===== config.mk =====
export PLATFORM = sky130hd
export DESIGN_NAME = phy_bringup_seq
export DESIGN_NICKNAME = d
export VERILOG_FILES = /design/src/rtl/phy_seq_pkg.sv /design/src/rtl/phy_seq_ctrl.sv /design/src/rtl/phy_seq_regs.sv /design/src/rtl/phy_bringup_seq.sv
export SDC_FILE = /design/constraint.sdc
export NUM_CORES = 1
export LEC_CHECK = 0
export BUFFER_PORTS_ARGS = -buffer_cell sky130_fd_sc_hd__buf_2
export CORE_AREA = 2 2 115 117
export CTS_CLUSTER_SIZE = 16
export DETAILED_ROUTE_END_ITERATION = 8
export DIE_AREA = 0 0 117 119
export PLACE_DENSITY = 0.6
export SETUP_SLACK_MARGIN = 0.2
export SYNTH_ARGS = -nofsm -noshare
export SYNTH_HDL_FRONTEND = slang
export SYNTH_HIERARCHICAL = 1
export SYNTH_SLANG_ARGS = --single-unit

===== constraint.sdc =====
create_clock -name clk -period 2.06 [get_ports clk]
set_input_delay 0.412 -clock clk [delete_from_list [all_inputs] [get_ports clk]]
set_output_delay 0.412 -clock clk [all_outputs]
set_load 0.005 [all_outputs]

===== src/rtl/phy_seq_pkg.sv =====
package phy_seq_pkg;
  localparam int REG_W = 32;

  localparam logic [REG_W-1:0] LINK_VAL      = 32'h0800_0040;
  localparam logic [REG_W-1:0] UTMI_RUN_VAL  = 32'h0000_0040;
  localparam logic [REG_W-1:0] UTMI_STOP_VAL = 32'h0000_0043;

  typedef enum logic [3:0] {
    S_IDLE, S_CLR, S_LINK, S_COMMON, S_MODE, S_CLK, S_HOLD,
    S_EXU, S_EXC, S_EXT, S_FIN
  } seqState_e;

  typedef struct packed {
    logic capture;
    logic clrCr;
    logic wrLink;
    logic wrCommon;
    logic wrMode;
    logic wrClk;
    logic relRst;
    logic exUtmi;
    logic exClk;
    logic exTest;
  } seqStrobe_t;

  // SuperSpeed multiplier and spread-spectrum reference per frequency code
  function automatic logic [6:0] pipeMult(input logic [2:0] code);
    case (code)
      3'd7:    pipeMult = 7'h32;
      3'd5:    pipeMult = 7'h68;
      3'd4:    pipeMult = 7'h7D;
      3'd3:    pipeMult = 7'h02;
      default: pipeMult = 7'h00;
    endcase
  endfunction

  function automatic logic [7:0] pipeSsc(input logic [2:0] code);
    case (code)
      3'd5, 3'd3: pipeSsc = 8'h88;
      default:    pipeSsc = 8'h00;
    endcase
  endfunction
endpackage


===== src/rtl/phy_seq_ctrl.sv =====
module phy_seq_ctrl
  import phy_seq_pkg::*;
#(
  parameter int HOLD_CYCLES = 2000
) (
  input  logic       clk,
  input  logic       rstN,
  input  logic       initReq,
  input  logic       exitReq,
  output seqStrobe_t stb,
  output logic       runExit,
  output logic       done
);
  localparam int HOLD_W = $clog2(HOLD_CYCLES + 1);
  localparam logic [HOLD_W-1:0] HOLD_LAST = HOLD_W'(HOLD_CYCLES - 1);

  seqState_e state, stateNext;
  logic [HOLD_W-1:0] holdCnt;
  logic busy;

  assign busy = (state != S_IDLE);
  assign done = (state == S_FIN);

  always_comb begin
    stb       = '0;
    stateNext = state;
    case (state)
      S_IDLE: begin
        if (initReq) begin
          stb.capture = 1'b1;
          stateNext   = S_CLR;
        end else if (exitReq) begin
          stateNext = S_EXU;
        end
      end
      S_CLR:    begin stb.clrCr    = 1'b1; stateNext = S_LINK;   end
      S_LINK:   begin stb.wrLink   = 1'b1; stateNext = S_COMMON; end
      S_COMMON: begin stb.wrCommon = 1'b1; stateNext = S_MODE;   end
      S_MODE:   begin stb.wrMode   = 1'b1; stateNext = S_CLK;    end
      S_CLK:    begin stb.wrClk    = 1'b1; stateNext = S_HOLD;   end
      S_HOLD: begin
        if (holdCnt == HOLD_LAST) begin
          stb.relRst = 1'b1;
          stateNext  = S_FIN;
        end
      end
      S_EXU: begin stb.exUtmi = 1'b1; stateNext = S_EXC; end
      S_EXC: begin stb.exClk  = 1'b1; stateNext = S_EXT; end
      S_EXT: begin stb.exTest = 1'b1; stateNext = S_FIN; end
      S_FIN:   stateNext = S_IDLE;
      default: stateNext = S_IDLE;
    endcase
  end

  always_ff @(posedge clk) begin
    if (!rstN) begin
      state   <= S_IDLE;
      holdCnt <= '0;
      runExit <= 1'b0;
    end else begin
      state <= stateNext;
      if (state == S_IDLE && (initReq || exitReq)) runExit <= !initReq;
      if (state == S_HOLD && holdCnt != HOLD_LAST) holdCnt <= holdCnt + 1'b1;
      else holdCnt <= '0;
    end
  end

  // done never lasts longer than one cycle
  assert_done_pulse_R10: assert property (@(posedge clk) disable iff (!rstN)
    done |=> !done);

  // an idle request starts a sequence on the next cycle
  assert_start_R9: assert property (@(posedge clk) disable iff (!rstN)
    (!busy && (initReq || exitReq)) |=> busy);
endmodule


===== src/rtl/phy_seq_regs.sv =====
module phy_seq_regs
  import phy_seq_pkg::*;
#(
  parameter int               HOLD_CYCLES = 2000,
  parameter logic [REG_W-1:0] PARAM0_RST  = 32'h8000_0000,
  parameter logic [REG_W-1:0] TEST_RST    = 32'h0000_000C
) (
  input  logic             clk,
  input  logic             rstN,
  input  seqStrobe_t       stb,
  input  logic             usePipe,
  input  logic [2:0]       refCode,
  output logic [REG_W-1:0] crPortQ,
  output logic [REG_W-1:0] resumeQ,
  output logic [REG_W-1:0] linkQ,
  output logic [REG_W-1:0] utmiCtrlQ,
  output logic [REG_W-1:0] clkRstQ,
  output logic [REG_W-1:0] param0Q,
  output logic [REG_W-1:0] param1Q,
  output logic [REG_W-1:0] testQ,
  output logic [REG_W-1:0] clkSelQ
);
  localparam int CHK_W = $clog2(HOLD_CYCLES + 2);

  logic       pipeQ;
  logic [2:0] codeQ;
  logic [REG_W-1:0] clkWrVal;

  always_comb begin
    clkWrVal       = clkRstQ;
    clkWrVal[3:2]  = 2'b11;
    if (pipeQ) begin
      clkWrVal[10:8]  = 3'b000;
      clkWrVal[17:11] = pipeMult(codeQ);
      clkWrVal[30:23] = pipeSsc(codeQ);
    end else begin
      clkWrVal[7:5] = codeQ;
    end
    clkWrVal[4]  = 1'b1;
    clkWrVal[0]  = 1'b1;
    clkWrVal[20] = 1'b1;
    clkWrVal[19] = 1'b1;
    clkWrVal[1]  = 1'b1;
  end

  always_ff @(posedge clk) begin
    if (!rstN) begin
      pipeQ     <= 1'b0;
      codeQ     <= '0;
      crPortQ   <= '0;
      resumeQ   <= '0;
      linkQ     <= '0;
      utmiCtrlQ <= '0;
      clkRstQ   <= '0;
      param0Q   <= PARAM0_RST;
      param1Q   <= '0;
      testQ     <= TEST_RST;
      clkSelQ   <= '0;
    end else begin
      if (stb.capture) begin
        pipeQ <= usePipe;
        codeQ <= refCode;
      end
      if (stb.clrCr) begin
        crPortQ <= '0;
        resumeQ <= '0;
      end
      if (stb.wrLink) linkQ <= LINK_VAL;
      if (stb.wrCommon) begin
        param0Q[31] <= 1'b0;
        clkSelQ[2]  <= 1'b1;
      end
      if (stb.wrMode) begin
        param1Q[4:0] <= 5'h1C;
        if (pipeQ) begin
          testQ[3] <= 1'b0;
        end else begin
          param0Q[30:26] <= 5'd9;
          utmiCtrlQ      <= UTMI_RUN_VAL;
          testQ[2]       <= 1'b0;
        end
      end
      if (stb.wrClk)  clkRstQ    <= clkWrVal;
      if (stb.relRst) clkRstQ[1] <= 1'b0;
      if (stb.exUtmi) utmiCtrlQ  <= UTMI_STOP_VAL;
      if (stb.exClk) begin
        clkRstQ[19] <= 1'b0;
        clkRstQ[20] <= 1'b0;
        clkRstQ[0]  <= 1'b0;
      end
      if (stb.exTest) testQ[3:2] <= 2'b11;
    end
  end

  // Checker: length of the current port-reset window
  logic [CHK_W-1:0] heldCnt;
  always_ff @(posedge clk) begin
    if (!rstN)           heldCnt <= '0;
    else if (clkRstQ[1]) heldCnt <= heldCnt + 1'b1;
    else                 heldCnt <= '0;
  end

  // port reset stays high for exactly HOLD_CYCLES cycles
  assert_hold_len_R7: assert property (@(posedge clk) disable iff (!rstN)
    $fell(clkRstQ[1]) |-> heldCnt == CHK_W'(HOLD_CYCLES));

  // release keeps the enable bits
  assert_release_keep_R7: assert property (@(posedge clk) disable iff (!rstN)
    $fell(clkRstQ[1]) |-> (clkRstQ[0] && clkRstQ[19] && clkRstQ[20] && clkRstQ[4]));

  // port reset rises only after link and common settings are in place
  assert_rst_order_R11: assert property (@(posedge clk) disable iff (!rstN)
    $rose(clkRstQ[1]) |-> (linkQ == LINK_VAL && !param0Q[31] && clkSelQ[2]));
endmodule


===== src/rtl/phy_bringup_seq.sv =====
module phy_bringup_seq
  import phy_seq_pkg::*;
#(
  parameter int          HOLD_CYCLES = 2000,
  parameter logic [31:0] PARAM0_RST  = 32'h8000_0000,
  parameter logic [31:0] TEST_RST    = 32'h0000_000C
) (
  input  logic        clk,
  input  logic        rstN,
  input  logic        initReq,
  input  logic        exitReq,
  input  logic        usePipe,
  input  logic [2:0]  refCode,
  output logic [31:0] crPortWord,
  output logic [31:0] resumeWord,
  output logic [31:0] linkSysWord,
  output logic [31:0] utmiCtrlWord,
  output logic [31:0] clkRstWord,
  output logic [31:0] param0Word,
  output logic [31:0] param1Word,
  output logic [31:0] testWord,
  output logic [31:0] utmiClkSelWord,
  output logic        done
);
  seqStrobe_t stb;
  logic runExit;

  phy_seq_ctrl #(.HOLD_CYCLES(HOLD_CYCLES)) uCtrl (
    .clk(clk), .rstN(rstN), .initReq(initReq), .exitReq(exitReq),
    .stb(stb), .runExit(runExit), .done(done)
  );

  phy_seq_regs #(
    .HOLD_CYCLES(HOLD_CYCLES), .PARAM0_RST(PARAM0_RST), .TEST_RST(TEST_RST)
  ) uRegs (
    .clk(clk), .rstN(rstN), .stb(stb), .usePipe(usePipe), .refCode(refCode),
    .crPortQ(crPortWord), .resumeQ(resumeWord), .linkQ(linkSysWord),
    .utmiCtrlQ(utmiCtrlWord), .clkRstQ(clkRstWord), .param0Q(param0Word),
    .param1Q(param1Word), .testQ(testWord), .clkSelQ(utmiClkSelWord)
  );

  // teardown ends with suspend/sleep forced and both paths powered down
  assert_exit_state_R8: assert property (@(posedge clk) disable iff (!rstN)
    (done && runExit) |-> (utmiCtrlWord == UTMI_STOP_VAL && testWord[3:2] == 2'b11
                           && clkRstWord[20:19] == 2'b00 && !clkRstWord[0]));
endmodule


==> reports/results.tsv <==
stage	metric	value	unit
sta	final_hold_viol_count	0	
sta	setup_viol	0	
die	die-height	119	µm
global_route	antenna_found_initial	0	
sta	post-route-period-util	0.806	
clock_tree	post-cts-setup-buffers	0	
finish	multi_input_area	1840	µm²
clock_tree	cts_made_buffers	5	
setup_path	cp_data_required_time	1650	ps
power	p_sw_frac	0.263	
logic_synthesis	syn_area	3780	µm²
global_route	grt_max_degree	22	
finish	drive_above_1_share	0.132	
sta	setup_ws	399	ps
power	power_frac_comb	0.159	
drt	drt_wl_total	5220	µm
run_status	status	finished, final reports clean	
drt	drt_iter0_drc	55	
sta	finClkSkew	5.44	ps
finish	layout_common_cells	255 x conb_1, 41 x buf_2, 39 x dfxtp_1	
drt	num_vias	1996	
placement	port_buffers	41	
drt	drc	0	
global_route	grt_pass1_wl	7190	µm
die	std_cell_rows	42	
power	pwr-share-clk	0.438	
sta	period_needed	1660	ps
drt	wl_per_cell	8.00	µm
clock_tree	clockRootBuffer	clkbuf_16	
power	power.leakage	0.00174	µW
worst_hold_path	hold_class	in -> reg	
power	power_density	676	nW/µm²
placement	place_ws	532	ps
setup_path	crit_arrival	1250	ps
finish	final_util	0.255	
power	p_total	2220	µW
logic_synthesis	syn_inst	451	
logic_synthesis	ys_warn_count	6	
logic_synthesis	avgSynthCellArea	8.39	µm²
die	io_pins	297	
die	coreArea	12900	µm²
clock_tree	cts_tree	built	
sta	finalSetupTns	0	ps
power	switchingPower	583	µW
drt	via_per_inst	3.06	
finish	final_common_cell	conb_1	
finish	regArea	802	µm²
finish	area_delta_synth_final	-13.3	%
power	vdd_ir_drop_max	0.355	mV
global_route	grt-ovfl-total	0	
finish	antenna_cells	0	
power	power.internal	1640	µW
run	maxCapViolations	0	
power	seq_power_share	0.402	
setup_path	critical_path_peak_fanout	10	
finish	fill_cells	1420	
die	die-area	13900	µm²
finish	layout.nets	486	
sta	fmax	602	MHz
setup_path	crit_path_end_kind	output port	
die	die_w	117	µm
drt	drtPass1Iterations	4	
clock_tree	htreeDepth	2	
clock_tree	clk_latency	280	ps
clock_tree	clk_pin_slew	60	ps
global_route	grtUsageTotal	0.0676	
clock_tree	cts_max_path_buffers	2	
placement	dp_hpwl	4320	µm
die	initial_core_util	0.294	
sta	rsz0062_at_grt	no	
placement	place_congestion	0.781	
clock_tree	cts.sinks	40	
sta	final_max_slew_viol_count	0	
drt	ant_nets	0	
sta	whs	399	ps
global_route	grt_pass1_vias	1345	
setup_path	crit_type	reg -> out	
setup_path	start_kind	flop	
path summary, 6_finish.rpt:
kind                                        from               end  slack, ps  cells after the start
worst max-delay path              uCtrl/state[2]              done        400                      3
worst min-delay path                  refCode[0]    uRegs/codeQ[0]        400                      3
worst max register to register    uCtrl/state[2]       uRegs/pipeQ        550                      5
worst min register to register  uCtrl/holdCnt[0]  uCtrl/holdCnt[0]        450                      1
sequential cells by signal, indices dropped and copies added (netlist names), 2 cells and up:
signal	count
uCtrl/holdCnt	11
uCtrl/state	4
uRegs/clkRstQ	12
uRegs/codeQ	3
uRegs/param0Q	2
uRegs/testQ	2
uRegs/utmiCtrlQ	2
layout make-up:
cell class,count,share of cell area
Clock buffer,5,0.0381
Clock inverter,2,0.0183
Inverter,3,0.00343
Multi-Input combinational cell,384,0.561
Sequential cell,40,0.244
Tap cell,176,0.0671
Timing Repair Buffer,43,0.0671
routing by layer:
metal | part of all wire | vias up | routed length, µm | GRT usage
met4 | 0.015 | 0 | 80 | 0.0265
met3 | 0.11 | 6 | 564 | 0.0239
met2 | 0.47 | 151 | 2460 | 0.101
met5 | 0 | - | 0 | 0
li1 | - | 963 | - | -
met1 | 0.41 | 876 | 2120 | 0.0883
stage by stage:
step	instances	instance area [µm²]
after global placement	646	3090
after CTS	653	3280
after floorplan	705	4740
final	653	3280
after global routing	653	3280
after detailed placement	646	3090
repair_timing:
action	CTS	global route
endpoints found under the setup margin	0	1
gates resized for setup	0	1
hold buffers	0	0
critical path, cell delays in order, from the launching register on:
cell and delay, ps:
dfxtp_1 520, nand2b_1 250, nor2_1 70, buf_2 130
power by group through the flow:
stage | logic [µW] | clock network [µW] | registers [µW]
after CTS | 347 | 1010 | 894
after global placement | 345 | 0 | 910
after global routing | 409 | 1040 | 905
after floorplan | 705 | 0 | 869
final | 354 | 973 | 893
after detailed placement | 347 | 0 | 909
No activity file was read; power rests on OpenSTA's default activity.
